--- src/rtl/spi_regmaster_pkg.sv ---
package spi_regmaster_pkg;

    localparam int unsigned BUS_W = 32;

    localparam logic [2:0] A_CTRL   = 3'd0;
    localparam logic [2:0] A_STATUS = 3'd1;
    localparam logic [2:0] A_TXD    = 3'd2;
    localparam logic [2:0] A_RXD    = 3'd3;
    localparam logic [2:0] A_CSEL   = 3'd4;
    localparam logic [2:0] A_LOOP   = 3'd5;
    localparam logic [2:0] A_DIV    = 3'd6;

    localparam int unsigned CTRL_GO_BIT  = 0;
    localparam int unsigned CTRL_LEN_LSB = 8;

endpackage

--- src/rtl/spi_regmaster_regs.sv ---
module spi_regmaster_regs
    import spi_regmaster_pkg::*;
#(
    parameter int unsigned DATA_W  = 32,
    parameter int unsigned NUM_CS  = 4,
    parameter int unsigned DIV_W   = 16,
    parameter bit          HAS_DIV = 1'b1,
    localparam int unsigned LEN_W  = $clog2(DATA_W + 1)
) (
    input  logic              clk,
    input  logic              rst_n,
    input  logic [2:0]        addr_i,
    input  logic              we_i,
    input  logic [BUS_W-1:0]  wdata_i,
    output logic [BUS_W-1:0]  rdata_o,
    input  logic              busy_i,
    input  logic [DATA_W-1:0] rx_word_i,
    output logic              go_o,
    output logic [DATA_W-1:0] tx_word_o,
    output logic [LEN_W-1:0]  go_len_o,
    output logic [NUM_CS-1:0] csel_o,
    output logic              loop_o,
    output logic [DIV_W-1:0]  div_o
);

    typedef struct packed {
        logic [DATA_W-1:0] tx;
        logic [LEN_W-1:0]  len;
        logic [NUM_CS-1:0] cs;
        logic              lb;
    } regs_t;

    regs_t regs_d, regs_q;
    logic [LEN_W-1:0] wr_len;

    assign wr_len = wdata_i[CTRL_LEN_LSB +: LEN_W];

    always_comb begin
        regs_d = regs_q;
        if (we_i) begin
            case (addr_i)
                A_CTRL: regs_d.len = wr_len;
                A_TXD:  regs_d.tx  = wdata_i[DATA_W-1:0];
                A_CSEL: regs_d.cs  = wdata_i[NUM_CS-1:0];
                A_LOOP: regs_d.lb  = wdata_i[0];
                default: ;
            endcase
        end
    end

    always_ff @(posedge clk or negedge rst_n) begin
        if (!rst_n) regs_q <= '0;
        else        regs_q <= regs_d;
    end

    // launch only from idle with a legal length
    assign go_o = we_i && (addr_i == A_CTRL) && wdata_i[CTRL_GO_BIT] && !busy_i
                  && (wr_len != '0) && (wr_len <= LEN_W'(DATA_W));
    assign go_len_o  = wr_len;
    assign tx_word_o = regs_q.tx;
    assign csel_o    = regs_q.cs;
    assign loop_o    = regs_q.lb;

    generate
        if (HAS_DIV) begin : g_div
            logic [DIV_W-1:0] div_d, div_q;
            always_comb begin
                div_d = div_q;
                if (we_i && addr_i == A_DIV) div_d = wdata_i[DIV_W-1:0];
            end
            always_ff @(posedge clk or negedge rst_n) begin
                if (!rst_n) div_q <= DIV_W'(2);
                else        div_q <= div_d;
            end
            assign div_o = div_q;
        end else begin : g_fixed
            assign div_o = DIV_W'(2);
        end
    endgenerate

    always_comb begin
        rdata_o = '0;
        case (addr_i)
            A_CTRL:   rdata_o[CTRL_LEN_LSB +: LEN_W] = regs_q.len;
            A_STATUS: rdata_o[0] = !busy_i;
            A_TXD:    rdata_o = BUS_W'(regs_q.tx);
            A_RXD:    rdata_o = BUS_W'(rx_word_i);
            A_CSEL:   rdata_o = BUS_W'(regs_q.cs);
            A_LOOP:   rdata_o[0] = regs_q.lb;
            A_DIV:    rdata_o = BUS_W'(div_o);
            default:  rdata_o = '0;
        endcase
    end

endmodule

--- src/rtl/spi_regmaster_clkgen.sv ---
module spi_regmaster_clkgen #(
    parameter int unsigned DIV_W = 16
) (
    input  logic             clk,
    input  logic             rst_n,
    input  logic             go_i,
    input  logic             last_i,
    input  logic [DIV_W-1:0] div_i,
    output logic             rise_o,
    output logic             fall_o,
    output logic             sclk_o
);

    typedef struct packed {
        logic             on;
        logic             sclk;
        logic [DIV_W-1:0] cnt;
    } clk_t;

    clk_t st_d, st_q;
    logic [DIV_W-1:0] eff, lo_len, hi_len;

    always_comb begin
        eff    = (div_i < DIV_W'(2)) ? DIV_W'(2) : div_i;
        lo_len = eff >> 1;
        hi_len = eff - lo_len;
    end

    assign rise_o = st_q.on && !st_q.sclk && (st_q.cnt == lo_len - DIV_W'(1));
    assign fall_o = st_q.on &&  st_q.sclk && (st_q.cnt == hi_len - DIV_W'(1));

    always_comb begin
        st_d = st_q;
        if (go_i) begin
            st_d.on   = 1'b1;
            st_d.sclk = 1'b0;
            st_d.cnt  = '0;
        end else if (st_q.on) begin
            if (rise_o) begin
                st_d.sclk = 1'b1;
                st_d.cnt  = '0;
            end else if (fall_o) begin
                st_d.sclk = 1'b0;
                st_d.cnt  = '0;
                if (last_i) st_d.on = 1'b0;
            end else begin
                st_d.cnt = st_q.cnt + DIV_W'(1);
            end
        end
    end

    always_ff @(posedge clk or negedge rst_n) begin
        if (!rst_n) st_q <= '0;
        else        st_q <= st_d;
    end

    assign sclk_o = st_q.sclk;

endmodule

--- src/rtl/spi_regmaster_engine.sv ---
module spi_regmaster_engine #(
    parameter int unsigned DATA_W = 32,
    localparam int unsigned LEN_W = $clog2(DATA_W + 1)
) (
    input  logic              clk,
    input  logic              rst_n,
    input  logic              go_i,
    input  logic [LEN_W-1:0]  len_i,
    input  logic [DATA_W-1:0] tx_word_i,
    input  logic              loop_i,
    input  logic              miso_i,
    input  logic              rise_i,
    input  logic              fall_i,
    output logic              busy_o,
    output logic              last_o,
    output logic              mosi_o,
    output logic [DATA_W-1:0] rx_word_o
);

    typedef struct packed {
        logic              busy;
        logic [LEN_W-1:0]  left;
        logic [DATA_W-1:0] tx_sh;
        logic [DATA_W-1:0] rx_sh;
        logic [DATA_W-1:0] rx_out;
    } eng_t;

    eng_t st_d, st_q;
    logic in_bit;

    assign mosi_o = st_q.busy && st_q.tx_sh[DATA_W-1];
    assign in_bit = loop_i ? mosi_o : miso_i;
    assign last_o = (st_q.left == LEN_W'(1));

    always_comb begin
        st_d = st_q;
        if (go_i) begin
            st_d.busy  = 1'b1;
            st_d.left  = len_i;
            st_d.tx_sh = tx_word_i << (DATA_W - int'(len_i));
            st_d.rx_sh = '0;
        end else if (st_q.busy) begin
            if (rise_i) begin
                st_d.rx_sh = {st_q.rx_sh[DATA_W-2:0], in_bit};
            end else if (fall_i) begin
                if (last_o) begin
                    st_d.busy   = 1'b0;
                    st_d.rx_out = st_q.rx_sh;
                end else begin
                    st_d.left  = st_q.left - LEN_W'(1);
                    st_d.tx_sh = st_q.tx_sh << 1;
                end
            end
        end
    end

    always_ff @(posedge clk or negedge rst_n) begin
        if (!rst_n) st_q <= '0;
        else        st_q <= st_d;
    end

    assign busy_o    = st_q.busy;
    assign rx_word_o = st_q.rx_out;

endmodule

--- src/rtl/spi_regmaster.sv ---
module spi_regmaster
    import spi_regmaster_pkg::*;
#(
    parameter int unsigned DATA_W  = 32,
    parameter int unsigned NUM_CS  = 4,
    parameter int unsigned DIV_W   = 16,
    parameter bit          HAS_DIV = 1'b1
) (
    input  logic              clk,
    input  logic              rst_n,
    input  logic [2:0]        reg_addr,
    input  logic              reg_we,
    input  logic [31:0]       reg_wdata,
    output logic [31:0]       reg_rdata,
    output logic              sclk,
    output logic              mosi,
    input  logic              miso,
    output logic [NUM_CS-1:0] cs_n
);

    localparam int unsigned LEN_W = $clog2(DATA_W + 1);

    logic              eng_busy, eng_last, go, rise, fall, loop_en;
    logic [DATA_W-1:0] tx_word, rx_word;
    logic [LEN_W-1:0]  go_len;
    logic [NUM_CS-1:0] csel;
    logic [DIV_W-1:0]  div_val;

    spi_regmaster_regs #(
        .DATA_W(DATA_W), .NUM_CS(NUM_CS), .DIV_W(DIV_W), .HAS_DIV(HAS_DIV)
    ) u_regs (
        .clk(clk), .rst_n(rst_n),
        .addr_i(reg_addr), .we_i(reg_we), .wdata_i(reg_wdata), .rdata_o(reg_rdata),
        .busy_i(eng_busy), .rx_word_i(rx_word),
        .go_o(go), .tx_word_o(tx_word), .go_len_o(go_len),
        .csel_o(csel), .loop_o(loop_en), .div_o(div_val)
    );

    spi_regmaster_clkgen #(.DIV_W(DIV_W)) u_clkgen (
        .clk(clk), .rst_n(rst_n),
        .go_i(go), .last_i(eng_last), .div_i(div_val),
        .rise_o(rise), .fall_o(fall), .sclk_o(sclk)
    );

    spi_regmaster_engine #(.DATA_W(DATA_W)) u_engine (
        .clk(clk), .rst_n(rst_n),
        .go_i(go), .len_i(go_len), .tx_word_i(tx_word),
        .loop_i(loop_en), .miso_i(miso),
        .rise_i(rise), .fall_i(fall),
        .busy_o(eng_busy), .last_o(eng_last), .mosi_o(mosi), .rx_word_o(rx_word)
    );

    assign cs_n = ~csel;

endmodule

--- config.mk ---
export PLATFORM = sky130hd
export DESIGN_NAME = spi_regmaster
export DESIGN_NICKNAME = d
export VERILOG_FILES = /design/src/rtl/spi_regmaster_pkg.sv /design/src/rtl/spi_regmaster_regs.sv /design/src/rtl/spi_regmaster_clkgen.sv /design/src/rtl/spi_regmaster_engine.sv /design/src/rtl/spi_regmaster.sv
export SDC_FILE = /design/constraint.sdc
export NUM_CORES = 1
export LEC_CHECK = 0
export BUFFER_PORTS_ARGS = -buffer_cell sky130_fd_sc_hd__buf_2
export CAP_MARGIN = 40
export CORE_MARGIN = 4
export CORE_UTILIZATION = 55
export CTS_CLUSTER_DIAMETER = 150
export DETAILED_ROUTE_END_ITERATION = 10
export PLACE_DENSITY = 0.85
export SLEW_MARGIN = 20
export SYNTH_ARGS = -nofsm -noshare
export SYNTH_HDL_FRONTEND = slang
export SYNTH_HIERARCHICAL = 1
export SYNTH_SLANG_ARGS = --single-unit
--- constraint.sdc ---
create_clock -name clk -period 11.5 [get_ports clk]
set_input_delay 2.3 -clock clk [delete_from_list [all_inputs] [get_ports clk]]
set_output_delay 2.3 -clock clk [all_outputs]
set_load 0.02 [all_outputs]
==> metrics <==
status finished clean; Initial Util 56.6%; WS Path Type input pin to output pin; number of inserted diodes 0; CP arrival 4270 ps; combinational power share 35.4%; CORE AREA 22900 um^2; VDD IR-drop max 0.000113 V; hold path depth 2; flops & latches, synth 180; Internal 1.34 mW; Die ar. 26100 um^2; Reg clk slew, reported paths 70 ps; CTS Sinks 180; worst min path class flop to flop; Syn Inst Count 1304; Clk pwr share 27.8%; gr usage total 25.8%; H-tree depth 4; TNS Setup 0 ps; Final Hold Viols 0; Clock Path Buffers 2; cell repeated most along the worst path buf_2; CTS tree yes; Final WS setup 4930 ps; # nets final 1330; sequential area share after synthesis 34.8%; max incr delay on CP 570 ps; CTS hold repair buffers 0; dpl ws 5050 ps; final slew viol count 0; non-filler cells, final 1580; CP Max Fanout 23; port buffer count 76; CP startpoint kind input pin; initial antenna violation count 1; Leak 5.97 nW; crit path time final 6570 ps; DRC 0; RSZ-0062 raised after global routing false; PwrDens 161 nW/um^2; Endpoint, Worst Hold u_engine/st_q[80]; cell count after placement 1545; setup violators final 0; Max Cap Violations 0; fin crit share 57.1%; latest clock arrival within the worst-skew pair 450 ps; FF-to-FF path depth 19; syn_area_per_cell 9.94 um^2; Synth async-reset ratio 100%; Synth Warn # 6; TritonRoute pass-1 iters 8; commonest register cell after synthesis dfrtp_1; reg-to-reg setup timing slack 5110 ps; DP Wirelength 23.7 mm; Vias/cell 6.49; Worst-Margin Slew 796 ps; area leader, netlist dfrtp_1; vias in the first global route 10000; Seq pwr share 36.7%; fmax 152 MHz; Synth cell types 93; Cell Area, Synth 13000 um^2; area delta synth->final 5.29%; Die H 162 um; relative slew slack 46.7%; DRT Wirelength 34.0 mm; count leader, synth dfrtp_1; FF-to-FF End u_engine/st_q[90]; die width 162 um; Worst Skew 29.0 ps; largest net degree at the start of global routing 70; most frequent cells after synthesis dfrtp_1, mux2_2, buf_4; sw frac 39.0%; Antenna Nets Post-Route 0; total congestion overflow 0; Clock Root Buffer clkbuf_16; Hold Startpoint u_engine/st_q[80]; Core Rows 55; sw power 0.855 mW; syn_nets 1380; critical path data required time 9200 ps; Slowest-stage cell, CP nor2b_1; Synth area leaders dfrtp_1, mux2_2, mux2i_1; IO Pins 77; initial DRC count 1014; WL per Instance 21.5 um; critical path, cell by cell buf_2 > buf_12 > nor2b_1 > buf_4 > a22oi_1 > a31oi_1 > buf_2; Post-CTS Setup Inserts 0; first-pass GRT wire length 54.3 mm; post-CTS resize count 0; Layout Utilization 59.6%; fraction of layout cells with a size suffix above 1 24.2%; CP Capture Type output pin; EDFF count, synth 0; RePlAce Congestion 0.959; reg2reg start u_regs/div_o[15]; vias 10200; post-synth top area share 34.6%; CTS Buf Count 17
==> final cells by class <==
type,instances,area [um^2]
tap,313,392
timing repair buffer,101,654
clock buffer,18,439
sequential,180,4510
multi-input combinational,908,7300
clock inverter,14,185
fill,1788,9270
inverter,46,173
==> stage by stage <==
stage | power, mW | instance area [um^2] | hold WS, ps
4_1_cts | 2.17 | 13600 | 497
5_1_grt | 2.29 | 13600 | 512
3_5_place_dp | 1.56 | 13000 | 480
3_3_place_gp | 1.54 | 12900 | 474
6_report | 2.19 | 13600 | 496
2_1_floorplan | 1.39 | 13000 | 451
==> cell usage in the layout (no fill, tap or decap), drive strengths merged, types with 18 or more instances in the layout <==
master	n
a21oi	53
a22o	31
buf	101
clkbuf	18
dfrtp	179
ha	36
inv	50
mux2	113
mux2i	76
mux4	23
nand2	80
nand3	35
nor2	78
nor3	24
o21ai	44
o22ai	21
xnor2	35
xor2	24
==> cell families (layout without fill, tap and decap cells) <==
kind of cell	after synthesis	after routing	synth area share (%)
adder cells (fa/ha/maj)	37	37	3.63
buffers and inverters	216	179	9.34
flip-flops	180	180	34.8
AND/OR/NAND/NOR	335	335	13.8
AO/OA/AOI/OAI	263	263	14.1
multiplexers	212	212	20.0
XOR/XNOR	61	61	4.33
==> how the worst max path moves through the flow <==
stage	from	to	slack [ps]	cells after the start
4_1_cts	reg_addr[0]	reg_rdata[12]	5030	7
6_report	reg_addr[0]	reg_rdata[12]	4930	7
3_3_place_gp	reg_addr[0]	reg_rdata[10]	4720	5
5_1_grt	reg_addr[0]	reg_rdata[11]	4900	7
3_5_place_dp	reg_addr[0]	reg_rdata[12]	5050	7
2_1_floorplan	reg_addr[2]	reg_rdata[5]	5690	5
==> power groups by stage <==
stage	Combinational [mW]	Clock [mW]	Sequential, mW
global placement	0.729	0	0.808
CTS	0.756	0.618	0.801
global route	0.837	0.645	0.813
detailed placement	0.745	0	0.811
floorplan	0.650	0	0.743
finish	0.777	0.611	0.805
==> worst max-delay path, delay by kind of cell <==
kind	cells	cell delay, ps
and+or+nand+nor	1	570
buffers and inverters	4	1060
AOI/OAI and AO/OA	2	330
==> layer usage <==
metal  GRT usage (%)  wire length [um]  vias up
li1                -                 -     4556
met2            40.3             15600      527
met5               0                13        -
met3            5.44              2950      108
met1            35.5             14200     5056
met4            9.97              1190        2
==> sequential cells by signal, indices dropped and copies added, names as in the netlist <==
register,cells
u_engine/busy_o,1
u_regs/regs_q,6
u_engine/rx_word_o,32
u_clkgen/sclk_o,1
u_engine/st_q,70
u_regs/tx_word_o,32
u_regs/loop_o,1
u_regs/div_o,16
u_clkgen/st_q,17
u_regs/csel_o,4
Note: power is estimated with default switching activity, not from simulation.
